--- src/rtl/ctl_window_pkg.sv ---
`timescale 1ns/1ps
package ctl_window_pkg;
  localparam int DW    = 8;
  localparam int IDX_W = 5;
  localparam int NREG  = 1 << IDX_W;
  localparam int AW    = IDX_W + 4;

  typedef enum logic [1:0] {OP_WR = 2'b00, OP_AND = 2'b01, OP_OR = 2'b10, OP_RD = 2'b11} op_e;
  typedef enum logic [1:0] {AR_CTL = 2'b00, AR_RSV = 2'b01, AR_IDA = 2'b10, AR_IDB = 2'b11} area_e;

  localparam int IX_RELOC_E = 0;
  localparam int IX_RELOC_O = 1;
  localparam int IX_ISR_E   = 8;
  localparam int IX_ISR_O   = 9;
  localparam int IX_PAGE_E  = 24;
  localparam int IX_PAGE_O  = 25;

  function automatic logic idx_ok(input logic [IDX_W-1:0] i);
    return (i < IDX_W'(16)) || (i == IDX_W'(IX_PAGE_E)) || (i == IDX_W'(IX_PAGE_O));
  endfunction

  // host-modifiable bits per index
  function automatic logic [DW-1:0] wr_mask(input logic [IDX_W-1:0] i);
    case (i)
      IDX_W'(IX_RELOC_E): return 8'hFE;
      IDX_W'(IX_RELOC_O): return 8'hF3;
      IDX_W'(IX_ISR_E):   return 8'h5D;
      IDX_W'(IX_ISR_O):   return 8'h7E;
      default:            return 8'hFF;
    endcase
  endfunction

  function automatic logic [DW-1:0] apply_op(input op_e op, input logic [DW-1:0] cur,
                                             input logic [DW-1:0] d);
    case (op)
      OP_AND:  return cur & d;
      OP_OR:   return cur | d;
      default: return d;
    endcase
  endfunction
endpackage

--- src/rtl/cwin_decode.sv ---
`timescale 1ns/1ps
module cwin_decode
  import ctl_window_pkg::*;
(
  input  logic              req_i,
  input  logic [AW-1:0]     addr_i,
  output op_e               op_o,
  output area_e             area_o,
  output logic [IDX_W-1:0]  idx_o,
  output logic              mod_en_o,
  output logic              bad_o,
  output logic              rd_en_o
);
  logic is_mod, legal;

  assign idx_o  = addr_i[IDX_W-1:0];
  assign op_o   = op_e'(addr_i[IDX_W+1:IDX_W]);
  assign area_o = area_e'(addr_i[IDX_W+3:IDX_W+2]);

  assign is_mod   = (op_o != OP_RD);
  assign legal    = (area_o == AR_CTL) && idx_ok(idx_o);
  assign mod_en_o = req_i && is_mod && legal;
  assign bad_o    = req_i && is_mod && !legal;
  assign rd_en_o  = req_i && !is_mod;
endmodule

--- src/rtl/cwin_regs.sv ---
`timescale 1ns/1ps
module cwin_regs
  import ctl_window_pkg::*;
(
  input  logic              clk_i,
  input  logic              rst_ni,
  input  logic              mod_en_i,
  input  op_e               op_i,
  input  logic [IDX_W-1:0]  idx_i,
  input  logic [DW-1:0]     wdata_i,
  input  logic              tmr_evt_i,
  input  logic              err_evt_i,
  input  logic              acc_set_i,
  input  logic [1:0]        size_i,
  output logic [DW-1:0]     rd_o,
  output logic [6:0]        base_o,
  output logic              paging_o,
  output logic              irq_en_o,
  output logic [2:0]        st_e_o,
  output logic [4:0]        st_o_o
);
  logic [NREG-1:0][DW-1:0] bank;
  logic [DW-1:0] set_e;

  assign set_e = {3'b000, tmr_evt_i, err_evt_i, acc_set_i, 2'b00};

  for (genvar k = 0; k < NREG; k++) begin : g_ent
    localparam logic [IDX_W-1:0] KI = IDX_W'(k);
    if (idx_ok(KI)) begin : g_reg
      localparam logic [DW-1:0] M = wr_mask(KI);
      logic [DW-1:0] q, host_nx;
      logic hit;
      assign hit     = mod_en_i && (idx_i == KI);
      assign host_nx = hit ? ((q & ~M) | (apply_op(op_i, q, wdata_i) & M)) : q;
      if (k == IX_ISR_E) begin : g_isr
        always_ff @(posedge clk_i or negedge rst_ni)
          if (!rst_ni) q <= '0;
          else         q <= host_nx | set_e;   // events win over clears
      end else begin : g_plain
        always_ff @(posedge clk_i or negedge rst_ni)
          if (!rst_ni) q <= '0;
          else         q <= host_nx;
      end
      assign bank[k] = q;
    end else begin : g_hole
      assign bank[k] = '0;
    end
  end

  always_comb begin
    rd_o = bank[idx_i];
    if (idx_i == IDX_W'(IX_RELOC_O)) rd_o = rd_o | {4'b0000, size_i, 2'b00};
  end

  assign base_o   = bank[IX_RELOC_E][7:1];
  assign paging_o = &bank[IX_PAGE_E][7:6];
  assign irq_en_o = bank[IX_ISR_E][6];
  assign st_e_o   = bank[IX_ISR_E][4:2];
  assign st_o_o   = bank[IX_ISR_O][6:2];
endmodule

--- src/rtl/cwin_id.sv ---
`timescale 1ns/1ps
module cwin_id
  import ctl_window_pkg::*;
#(
  parameter int               ID_BYTES = 6,
  parameter logic [8*ID_BYTES-1:0] NODE_ID = 48'h10005A123456,
  parameter logic [DW-1:0]    PAT_SEED = 8'hA5
) (
  input  logic              sel_b_i,
  input  logic [IDX_W-1:0]  idx_i,
  output logic [DW-1:0]     byte_o
);
  logic [DW-1:0] a_byte;

  always_comb begin
    a_byte = '0;
    for (int i = 0; i < ID_BYTES; i++)
      if (idx_i == IDX_W'(i)) a_byte = NODE_ID[8*i +: 8];
  end

  assign byte_o = sel_b_i ? (PAT_SEED ^ DW'(idx_i)) : a_byte;
endmodule

--- src/rtl/cwin_irq.sv ---
`timescale 1ns/1ps
module cwin_irq #(
  parameter int NPEND = 8
) (
  input  logic             clk_i,
  input  logic             rst_ni,
  input  logic             en_i,
  input  logic [NPEND-1:0] pend_i,
  output logic             irq_o
);
  always_ff @(posedge clk_i or negedge rst_ni)
    if (!rst_ni) irq_o <= 1'b0;
    else         irq_o <= en_i && (|pend_i);
endmodule

--- src/rtl/ctl_window.sv ---
`timescale 1ns/1ps
module ctl_window
  import ctl_window_pkg::*;
#(
  parameter int                    ID_BYTES = 6,
  parameter logic [8*ID_BYTES-1:0] NODE_ID  = 48'h10005A123456,
  parameter logic [7:0]            PAT_SEED = 8'hA5,
  parameter int                    BASE_LSB = 13
) (
  input  logic                  clk_i,
  input  logic                  rst_ni,
  input  logic                  req_i,
  input  logic [AW-1:0]         addr_i,
  input  logic [DW-1:0]         wdata_i,
  output logic [DW-1:0]         rdata_o,
  input  logic                  tmr_evt_i,
  input  logic                  err_evt_i,
  input  logic                  sram_bad_i,
  input  logic [1:0]            ram_size_i,
  output logic [BASE_LSB+6:0]   sram_base_o,
  output logic                  paging_en_o,
  output logic                  irq_o
);
  op_e              op;
  area_e            area;
  logic [IDX_W-1:0] idx;
  logic             mod_en, bad, rd_en;
  logic [DW-1:0]    ctl_rd, id_rd, rd_mux;
  logic [6:0]       base;
  logic             irq_en;
  logic [2:0]       st_e;
  logic [4:0]       st_o;

  cwin_decode u_dec (
    .req_i, .addr_i, .op_o(op), .area_o(area), .idx_o(idx),
    .mod_en_o(mod_en), .bad_o(bad), .rd_en_o(rd_en)
  );

  cwin_regs u_regs (
    .clk_i, .rst_ni, .mod_en_i(mod_en), .op_i(op), .idx_i(idx), .wdata_i,
    .tmr_evt_i, .err_evt_i, .acc_set_i(bad | sram_bad_i), .size_i(ram_size_i),
    .rd_o(ctl_rd), .base_o(base), .paging_o(paging_en_o),
    .irq_en_o(irq_en), .st_e_o(st_e), .st_o_o(st_o)
  );

  cwin_id #(.ID_BYTES(ID_BYTES), .NODE_ID(NODE_ID), .PAT_SEED(PAT_SEED)) u_id (
    .sel_b_i(area == AR_IDB), .idx_i(idx), .byte_o(id_rd)
  );

  cwin_irq #(.NPEND(8)) u_irq (
    .clk_i, .rst_ni, .en_i(irq_en), .pend_i({st_o, st_e}), .irq_o
  );

  always_comb
    case (area)
      AR_CTL:         rd_mux = ctl_rd;
      AR_IDA, AR_IDB: rd_mux = id_rd;
      default:        rd_mux = '0;
    endcase

  always_ff @(posedge clk_i or negedge rst_ni)
    if (!rst_ni)    rdata_o <= '0;
    else if (rd_en) rdata_o <= rd_mux;

  assign sram_base_o = {base, {BASE_LSB{1'b0}}};
endmodule

--- config.mk ---
export PLATFORM = sky130hd
export DESIGN_NAME = ctl_window
export DESIGN_NICKNAME = d
export VERILOG_FILES = /design/src/rtl/ctl_window_pkg.sv /design/src/rtl/cwin_decode.sv /design/src/rtl/cwin_regs.sv /design/src/rtl/cwin_id.sv /design/src/rtl/cwin_irq.sv /design/src/rtl/ctl_window.sv
export SDC_FILE = /design/constraint.sdc
export NUM_CORES = 1
export LEC_CHECK = 0
export CELL_PAD_IN_SITES_DETAIL_PLACEMENT = 0
export CELL_PAD_IN_SITES_GLOBAL_PLACEMENT = 2
export CORE_ASPECT_RATIO = 0.7
export CORE_MARGIN = 1.5
export CORE_UTILIZATION = 38
export DETAILED_ROUTE_END_ITERATION = 12
export MAX_ROUTING_LAYER = met4
export PLACE_DENSITY = 0.78
export SLEW_MARGIN = 20
export SYNTH_ARGS = -nofsm -noshare
export SYNTH_HDL_FRONTEND = slang
export SYNTH_SLANG_ARGS = --single-unit
export TNS_END_PERCENT = 30
--- constraint.sdc ---
create_clock -name clk_i -period 2.02 [get_ports clk_i]
set_input_delay 0.404 -clock clk_i [delete_from_list [all_inputs] [get_ports clk_i]]
set_output_delay 0.404 -clock clk_i [all_outputs]
set_load 0.02 [all_outputs]
Word-level counts from Yosys, hierarchy flattened
Cells that the tools add are included.
W data, S select, Z words.
{ "word_totals": {"reg_bits": 153, "latchBits": 0, "ram_bits": 0, "mem_bits_ro": 0, "input_bits": 25, "output_inout_bits": 30, "elab_cells": 151, "memories": 0} }
{ "op_classes": {"add_sub_neg": 0, "mul": 0, "div": 0, "n_lt_le_gt_ge": 2, "n_eq_ne": 22, "n_shift": 0, "n_mux": 30, "n_bitwise": 44, "n_reduce_logical": 33} }
{ "ops": {"columns": ["operator", "n"], "rows": [
  ["$pmux W8 S2", 17],
  ["$and A8 B8 Y8", 16],
  ["$or A8 B8 Y8", 16],
  ["$mux W7", 6],
  ["$bmux W8 S5", 1],
  ["$eq A5 B4 Y1 const B", 8],
  ["$mux W8", 4],
  ["$pmux W7 S2", 2],
  ["$logic_and A1 B1 Y1", 24],
  ["$eq A5 B3 Y1 const B", 4],
  ["$or A8 B7 Y8", 2],
  ["$and A7 B7 Y7", 2],
  ["$or A7 B7 Y7", 2],
  ["$eq A5 B2 Y1 const B", 2],
  ["$eq A5 B5 Y1 const B", 2],
  ["$or A1 B8 Y8", 1],
  ["$or A4 B8 Y8", 1],
  ["$or A8 B4 Y8", 1],
  ["$or A8 B5 Y8", 1],
  ["$reduce_or A8 Y1", 1],
  ["$eq A2 B2 Y1 const B", 3],
  ["$lt A5 B6 Y1 const B", 1],
  ["$eq A5 B1 Y1 const B", 1],
  ["$logic_not A5 Y1", 1],
  ["10 further kinds", 12]
]} }

Logic depth before layout (Yosys ltp)
Gate-level depths: netlist of the first run.
{ "logic_depth": {"word_depth": 9, "mapped_depth": 9, "depth_no_buf": 6} }

Modules after synthesis
Synthesis of the first run repeated with hierarchy kept, for this count alone.
{ "hier_totals": {"cells_unflattened": 747, "area_unflattened_um2": 7528.5} }
{ "by_module_without_submodules": {"columns": ["mod", "n_inst", "cells_each", "area_per_inst_um2", "seq_area_each_um2"], "rows": [
  ["cwin_regs", 1, 647, 6701.4, 3403.3],
  ["ctl_window", 1, 59, 515.5, 200.2],
  ["cwin_id", 1, 21, 140.1, 0.0],
  ["cwin_decode", 1, 16, 126.4, 0.0],
  ["cwin_irq", 1, 4, 45.0, 25.0]
]} }

Worst setup path before layout of the first run
No wires, ideal clock.
{ "synth_path": {"path_type": "input to register", "start": "input port addr_i[5]", "end": "register u_regs.g_ent[15].g_reg.q[4]", "setup_time_ns": 0.131, "arrival_ns": 1.936, "required_time_ns": 1.889, "setup_slack_ns": -0.047, "path_stages": 7, "n_path_buf": 1, "path_cell_list": "ha_1 or4b_4 nor3b_2 nand3_1 clkbuf_1 o21ai_0 o21ai_0"} }
{ "synth_via": {"elab_chain_cells": 4, "word_cells_on_any_way": 7, "classes_between": "eq/ne (3); mux (1); reduce/logical (3)"} }
{ "synth_rtl": {"columns": ["element", "line_no", "rtl"], "rows": [
  ["start: declaration", "ctl_window.sv:13", "input logic [AW-1:0] addr_i,"],
  ["$ne A2 B2 Y1", "cwin_decode.sv:20", "assign is_mod = (op_o != OP_RD);"],
  ["$logic_and A1 B1 Y1 (2 in a row)", "cwin_decode.sv:22", "assign mod_en_o = req_i && is_mod && legal;"],
  ["$logic_and A1 B1 Y1", "cwin_regs.sv:33", "assign hit = mod_en_i && (idx_i == KI);"],
  ["end signal: assignment", "cwin_regs.sv:42", "else q <= host_nx;"],
  ["end: declaration", "cwin_regs.sv:31", "logic [DW-1:0] q, host_nx;"]
]} }
Parallel ways exist; a longest one is shown, timed or not.
A chain may end at the register's enable or synchronous reset.

Worst setup path in the final report of the first run
{ "layout_path": {"start": "input port addr_i[8]", "end": "register u_regs.g_ent[0].g_reg.q[5]"} }
{ "layout_via": {"elab_chain_cells": 4} }
{ "layout_rtl": {"columns": ["element", "line_no", "rtl"], "rows": [
  ["$logic_not A2 Y1", "cwin_decode.sv:21", "assign legal = (area_o == AR_CTL) && idx_ok(idx_o);"],
  ["$logic_and A1 B1 Y1", "cwin_decode.sv:21", null],
  ["$logic_and A1 B1 Y1", "cwin_decode.sv:22", null],
  ["$logic_and A1 B1 Y1", "cwin_regs.sv:33", null],
  ["end signal: assignment", "cwin_regs.sv:42", null],
  ["end: declaration", "cwin_regs.sv:31", null]
]} }
No other way between the ends.

==> results of run 1 <==
worst min path at each step:
| stage | end | from | cells after the start |
|---|---|---|---|
| after floorplan | rdata_o[0] | rst_ni | 0 |
| after global placement | u_regs.g_ent[25].g_reg.q[1] | rst_ni | 1 |
| after detailed placement | u_regs.g_ent[0].g_reg.q[1] | rst_ni | 1 |
| after CTS | u_regs.g_ent[7].g_reg.q[7] | u_regs.g_ent[7].g_reg.q[7] | 2 |
| after global routing | u_regs.g_ent[7].g_reg.q[7] | u_regs.g_ent[7].g_reg.q[7] | 2 |
| final | u_regs.g_ent[7].g_reg.q[7] | u_regs.g_ent[7].g_reg.q[7] | 2 |
through the flow:
step	hold WS [ps]	worst slack (ps)	power, W
2_1_floorplan	108	-17.1	0.00365
3_3_place_gp	400	-664	0.00424
3_5_place_dp	412	-733	0.00426
4_1_cts	497	17.6	0.00738
5_1_grt	524	-2.79	0.00764
6_report	496	52.5	0.00735
cell usage after synthesis (7+ instances only):
cell,instances,area (um^2)
mux2_2,12,135
dfrtp_1,145,3630
nand2_1,33,124
mux2i_1,11,110
buf_4,15,113
nand2b_1,7,43.8
o21ai_1,40,200
clkbuf_1,41,154
mux4_2,18,405
o21ai_0,238,1190
a21oi_1,20,100
buf_2,10,50.1
nor2_1,24,90.1
flip-flops by register name, indices dropped and copies added (netlist names):
name and cells:
rdata_o 8, u_irq.irq_o 1, u_regs.g_ent.g_reg.q 136
kinds of logic after synthesis:
logic type               share of synthesized area, %
AO/OA/AOI/OAI                                    26.3
XOR/XNOR                                        0.123
adder cells (fa/ha/maj)                         0.525
buffers and inverters                            5.48
flip-flops                                       50.8
multiplexers                                     9.11
other                                          0.0525
AND/OR/NAND/NOR                                  7.67
power groups by stage:
stage | registers (W) | logic, W | clock network, W
after detailed placement | 0.00317 | 0.00108 | 0
after global placement | 0.00317 | 0.00107 | 0
after global routing | 0.00314 | 0.00118 | 0.00332
after floorplan | 0.00319 | 0.000458 | 0
final | 0.00313 | 0.00110 | 0.00312
after CTS | 0.00312 | 0.00109 | 0.00317
per-layer routing:
metal / part of all wire (%) / GRT usage, % / up-vias
li1: - / - / 2897
met1: 47 / 39.1 / 3216
met2: 42 / 36.5 / 268
met3: 8.8 / 6.56 / 29
met4: 1.8 / 6.70 / 0
met5: 0 / - / -
what timing repair did:
item | CTS | global route
hold endpoints to repair | 50 | 0
gates cloned | 1 | 0
endpoints found under the setup margin | 104 | 14
hold buffers | 1 | 0
resized for setup | 26 | 3
pin swaps | 5 | 1
buffers inserted | 1 | 2
area by class of cell:
type	count	area share, %
Sequential cell	145	38.5
Multi-Input combinational cell	508	34.2
Timing Repair Buffer	176	17.8
Clock buffer	20	4.74
Tap cell	236	3.14
Clock inverter	12	1.42
Inverter	6	0.239
placed cells by master, fill, tap and decap left out, types with 11 or more instances in the layout:
cell type / n
a21oi_1: 20
buf_12: 21
buf_4: 110
clkbuf_16: 17
clkdlybuf4s50_1: 30
conb_1: 13
dfrtp_1: 145
mux2_2: 12
mux2i_1: 11
mux4_2: 18
nand2_1: 31
nor2_1: 24
o21ai_0: 228
o21ai_1: 49
worst min-delay path: cells and delay by family (launching register included):
kind	cells	cell delay, ps
flip-flops	1	340
AO/OA/AOI/OAI	2	120
==> metrics, run 1 <==
count of endpoints failing setup in the final report 0; GRT Overall Usage 26.6%; flop2flop setup slack 210 ps; # nets final 882; Sw Share 27.0%; DP Area 0.00878 mm^2; PortBufs 41; critical path's slowest cell clkdlybuf4s50_1; fin util 51.7%; crit path kind input pin to flip-flop; # IOs 55; Filler cells 1621; FMAX 508 MHz; EDFF count, synth 0; Clk pin slew, worst setup/hold paths 60 ps; initial core utilization 39.2%; post-placement cell count 1066; Leakage 4.15 nW; Slew Viols, Final 0; WL final 24.3 mm; gr ovfl total 0; register area 0.00363 mm^2; detailed placer's ending HPWL 17.1 mm; CTS tree built; Tcrit/Tclk final 97.4%; headroom to the max-slew limit 61.7%; Combinational Power Share 14.9%; CP endpoint kind flip-flop; P_int 0.00536 W; Worst Path Buf+Inv 4; Primary FF master, synth dfrtp_1; layout cells sized above 1 25.1%; Worst Path Max Fanout 10; initial antenna violation count 0; core area 0.0182 mm^2; remaining antenna violation count after routing 0; CP startpoint addr_i[8]; H-tree Lvls 4; power per cell area 780 mW/mm^2; Layout Area Growth over Synthesis 31.7%; Iter 0 DRT Violations 742; Routed WL per cell 22.0 um; worst slew pin tran 574 ps; Clock Sink Count 145; CP Capture Point u_regs.g_ent[0].g_reg.q[5]; status complete, no violations; Antenna Cells 0; DRC Markers 0; Seq cells post-synth 145; Yosys Warn Count 0; Unique masters post-synth 60; max incr delay on CP 450 ps; Die W 167 um; clock buffer count from CTS 17; Crit path top cell by count buf_4; die area 0.0196 mm^2; crit-path leading delay family buffers and inverters; post-synthesis sequential area ratio 50.8%; RePlAce Congestion 0.907; Root Buffer Master clkbuf_16; Avg Synthesized Cell Area 9.94 um^2; Die Y 118 um; final cell count without fillers 1103; Crit path depth 9; vias in the first global route 6210; Final TNS setup 0 ps; num rows 41; hold crit path type flip-flop to flip-flop; CP arrival 2260 ps; Max-Cap Viols 0; vias post-DR 6410; clk buf depth 2; Peak VDD IR 0.423 mV; post-synthesis cell area 0.00715 mm^2; ys async rst share 100%; crit-path cells clkdlybuf4s50_1, or2_4, buf_4, a211oi_2, buf_4, nand3_1, buf_4, o21ai_0, o21ai_0; Skew-Pair Late Insertion Delay 430 ps; multi-input logic area 0.00322 mm^2; Design Area, Final 0.00941 mm^2; Clock power frac 42.5%; RSZ-0062 raised after global routing true; critical path startpoint category input pin; largest net degree at the start of global routing 58; P_sw 0.00198 W; Final Hold Fails 0; FF-to-FF Start u_regs.g_ent[15].g_reg.q[2]; Critical Path RT 2320 ps; Post-Syn Instances 719; RR Endpoint rdata_o[2]; first-pass GRT wire length 37.7 mm; 1st-pass router iterations 5; Vias/cell 5.81; sequential power share 42.5%; Worst Skew 8.44 ps; path depth of the worst reg2reg path 5; fin crit period 1970 ps
No activity file was read; power rests on OpenSTA's default activity.
==> run 2, diff against run 1 <==
- CORE_UTILIZATION: 38 -> 34
- PLACE_DENSITY: 0.78 -> 0.74
- clock period: 2.02 -> 1.68 ns (I/O delays scaled with it)
==> run 2 against run 1 <==
Effect of this change:
- the run now ends with setup timing left
- sequential power up 20%
- worst hold slack lost 110 ps
- wire length increased by 10%
- register-to-register slack got worse by 280 ps
- global-route usage shrank 0.89 points
- first-iteration DRC count fell by 11%
- via count is 0.69% higher
- power increased by 19%
- largest power group unchanged
==> metrics, run 2 (synthesized netlist as in run 1, its figures left out) <==
remaining antenna violation count after routing 0; P_int 0.00621 W; FMAX 559 MHz; CP endpoint kind flip-flop; Layout Area Growth over Synthesis 40.3%; Routed WL per cell 23.2 um; P_sw 0.00252 W; Clock power frac 40.5%; Combinational Power Share 16.4%; DRC Markers 0; CP arrival 2100 ps; hold crit path type input pin to async pin; GRT Overall Usage 25.7%; initial core utilization 34.6%; gr ovfl total 0; Skew-Pair Late Insertion Delay 430 ps; vias post-DR 6454; FF-to-FF Start u_regs.g_ent[11].g_reg.q[0]; 1st-pass router iterations 5; CP Capture Point u_regs.g_ent[15].g_reg.q[2]; Sw Share 28.8%; critical path's slowest cell or4b_4; Hold WS 390 ps; Iter 0 DRT Violations 664; Slew Viols, Final 0; worst slew pin tran 545 ps; initial antenna violation count 0; H-tree Lvls 4; final cell count without fillers 1154; Clock Sink Count 145; clk buf depth 2; critical path startpoint category input pin; failing checks setup timing; Final Hold Fails 0; first-pass GRT wire length 40.2 mm; Crit path top cell by count o21ai_1; RR Endpoint rdata_o[0]; Die W 176 um; count of endpoints failing setup in the final report 46; Critical Path RT 1990 ps; CP startpoint addr_i[6]; PortBufs 41; RePlAce Congestion 0.882; detailed placer's ending HPWL 17.4 mm; biggest regs u_regs.g_ent.g_reg.q (136), rdata_o (8), u_irq.irq_o (1); RSZ-0062 raised after global routing true; layout cells sized above 1 33.3%; crit path kind input pin to flip-flop; max incr delay on CP 570 ps; clock buffer count from CTS 17; Clk pin slew, worst setup/hold paths 60 ps; WL final 26.8 mm; leading cell type in the layout, fill and taps excluded o21ai_1; Peak VDD IR 0.733 mV; crit-path cells buf_8, ha_4, or4b_4, nor3b_4, buf_4, buf_6, nand3_4, o21ai_1, o21ai_1; power per cell area 870 mW/mm^2; core area 0.0206 mm^2; dpl ws -1060 ps; Antenna Cells 0; CTS tree built; path depth of the worst reg2reg path 5; sequential power share 43.1%; Worst Path Buf+Inv 3; headroom to the max-slew limit 63.4%; num rows 44; # nets final 893; flop2flop setup slack -70 ps; Die Y 124 um; Crit path depth 9; Root Buffer Master clkbuf_16; fin crit period 1790 ps; vias in the first global route 6385; largest net degree at the start of global routing 48; most flop-heavy register u_regs.g_ent.g_reg.q; Tcrit/Tclk final 107%; min setup slack post-route -110 ps; max FFs per register 136; Worst Path Max Fanout 8; Worst Skew 5.59 ps; crit-path leading delay family simple AND/OR/NAND/NOR gates; Final TNS setup -2520 ps; post-placement cell count 1098; Max-Cap Viols 0; die area 0.0219 mm^2; most frequent cells in the layout o21ai_1 (150), dfrtp_1 (145), buf_4 (97); # IOs 55; status finished with violations; Leakage 4.36 nW; Vias/cell 5.59
[run 2: stage by stage]
step | total power (W) | util [%] | cell area (um^2)
2_1_floorplan | 0.00443 | - | 7410
3_3_place_gp | 0.00511 | 42.7 | 8810
3_5_place_dp | 0.00514 | 42.7 | 8810
4_1_cts | 0.00868 | 47.2 | 9740
5_1_grt | 0.00905 | 48.6 | 10000
6_report | 0.00873 | 48.6 | 10000
[run 2: how the worst min path moves through the flow]
stage / endpoint / start / slack [ps] / depth (start not counted)
after floorplan: rdata_o[0] / rst_ni / 40 / 0
after global placement: u_regs.g_ent[25].g_reg.q[3] / rst_ni / 270 / 1
after detailed placement: u_regs.g_ent[25].g_reg.q[3] / rst_ni / 280 / 1
after CTS: u_regs.g_ent[25].g_reg.q[6] / rst_ni / 400 / 2
after global routing: u_regs.g_ent[25].g_reg.q[3] / rst_ni / 420 / 2
final: u_regs.g_ent[25].g_reg.q[3] / rst_ni / 390 / 2
[run 2: cell type report]
cell class                 count  area (um^2)
clock inverter                12         86.3
sequential                   145         3630
tap                          276          345
fill                        1907        10600
inverter                       6         22.5
multi-input combinational    510         3600
timing repair buffer         185         1890
clock buffer                  20          457
[run 2: repair_timing]
action | 4_1_cts | 5_1_grt
endpoints found under the setup margin | 161 | 129
buffers inserted | 13 | 2
pin swaps | 25 | 16
hold endpoints to repair | 34 | 0
cloned | 7 | 2
gates resized for setup | 186 | 95
hold buffers | 1 | 0
[run 2: routing by layer]
layer / global-route usage [%] / wire, um / share of wire (%) / vias to the layer above
met5: - / 0 / 0 / -
met1: 37.9 / 12900 / 48 / 3277
met3: 5.95 / 1740 / 6.5 / 25
li1: - / - / - / 2937
met2: 35.1 / 11600 / 44 / 215
met4: 6.84 / 433 / 1.6 / 0
[run 2: power groups by stage]
stage	clock, W	sequential, W	combinational [W]
final	0.00353	0.00376	0.00143
after global routing	0.00374	0.00378	0.00153
after CTS	0.00357	0.00375	0.00136
after detailed placement	0	0.00382	0.00132
after global placement	0	0.00381	0.00130
after floorplan	0	0.00383	0.000593
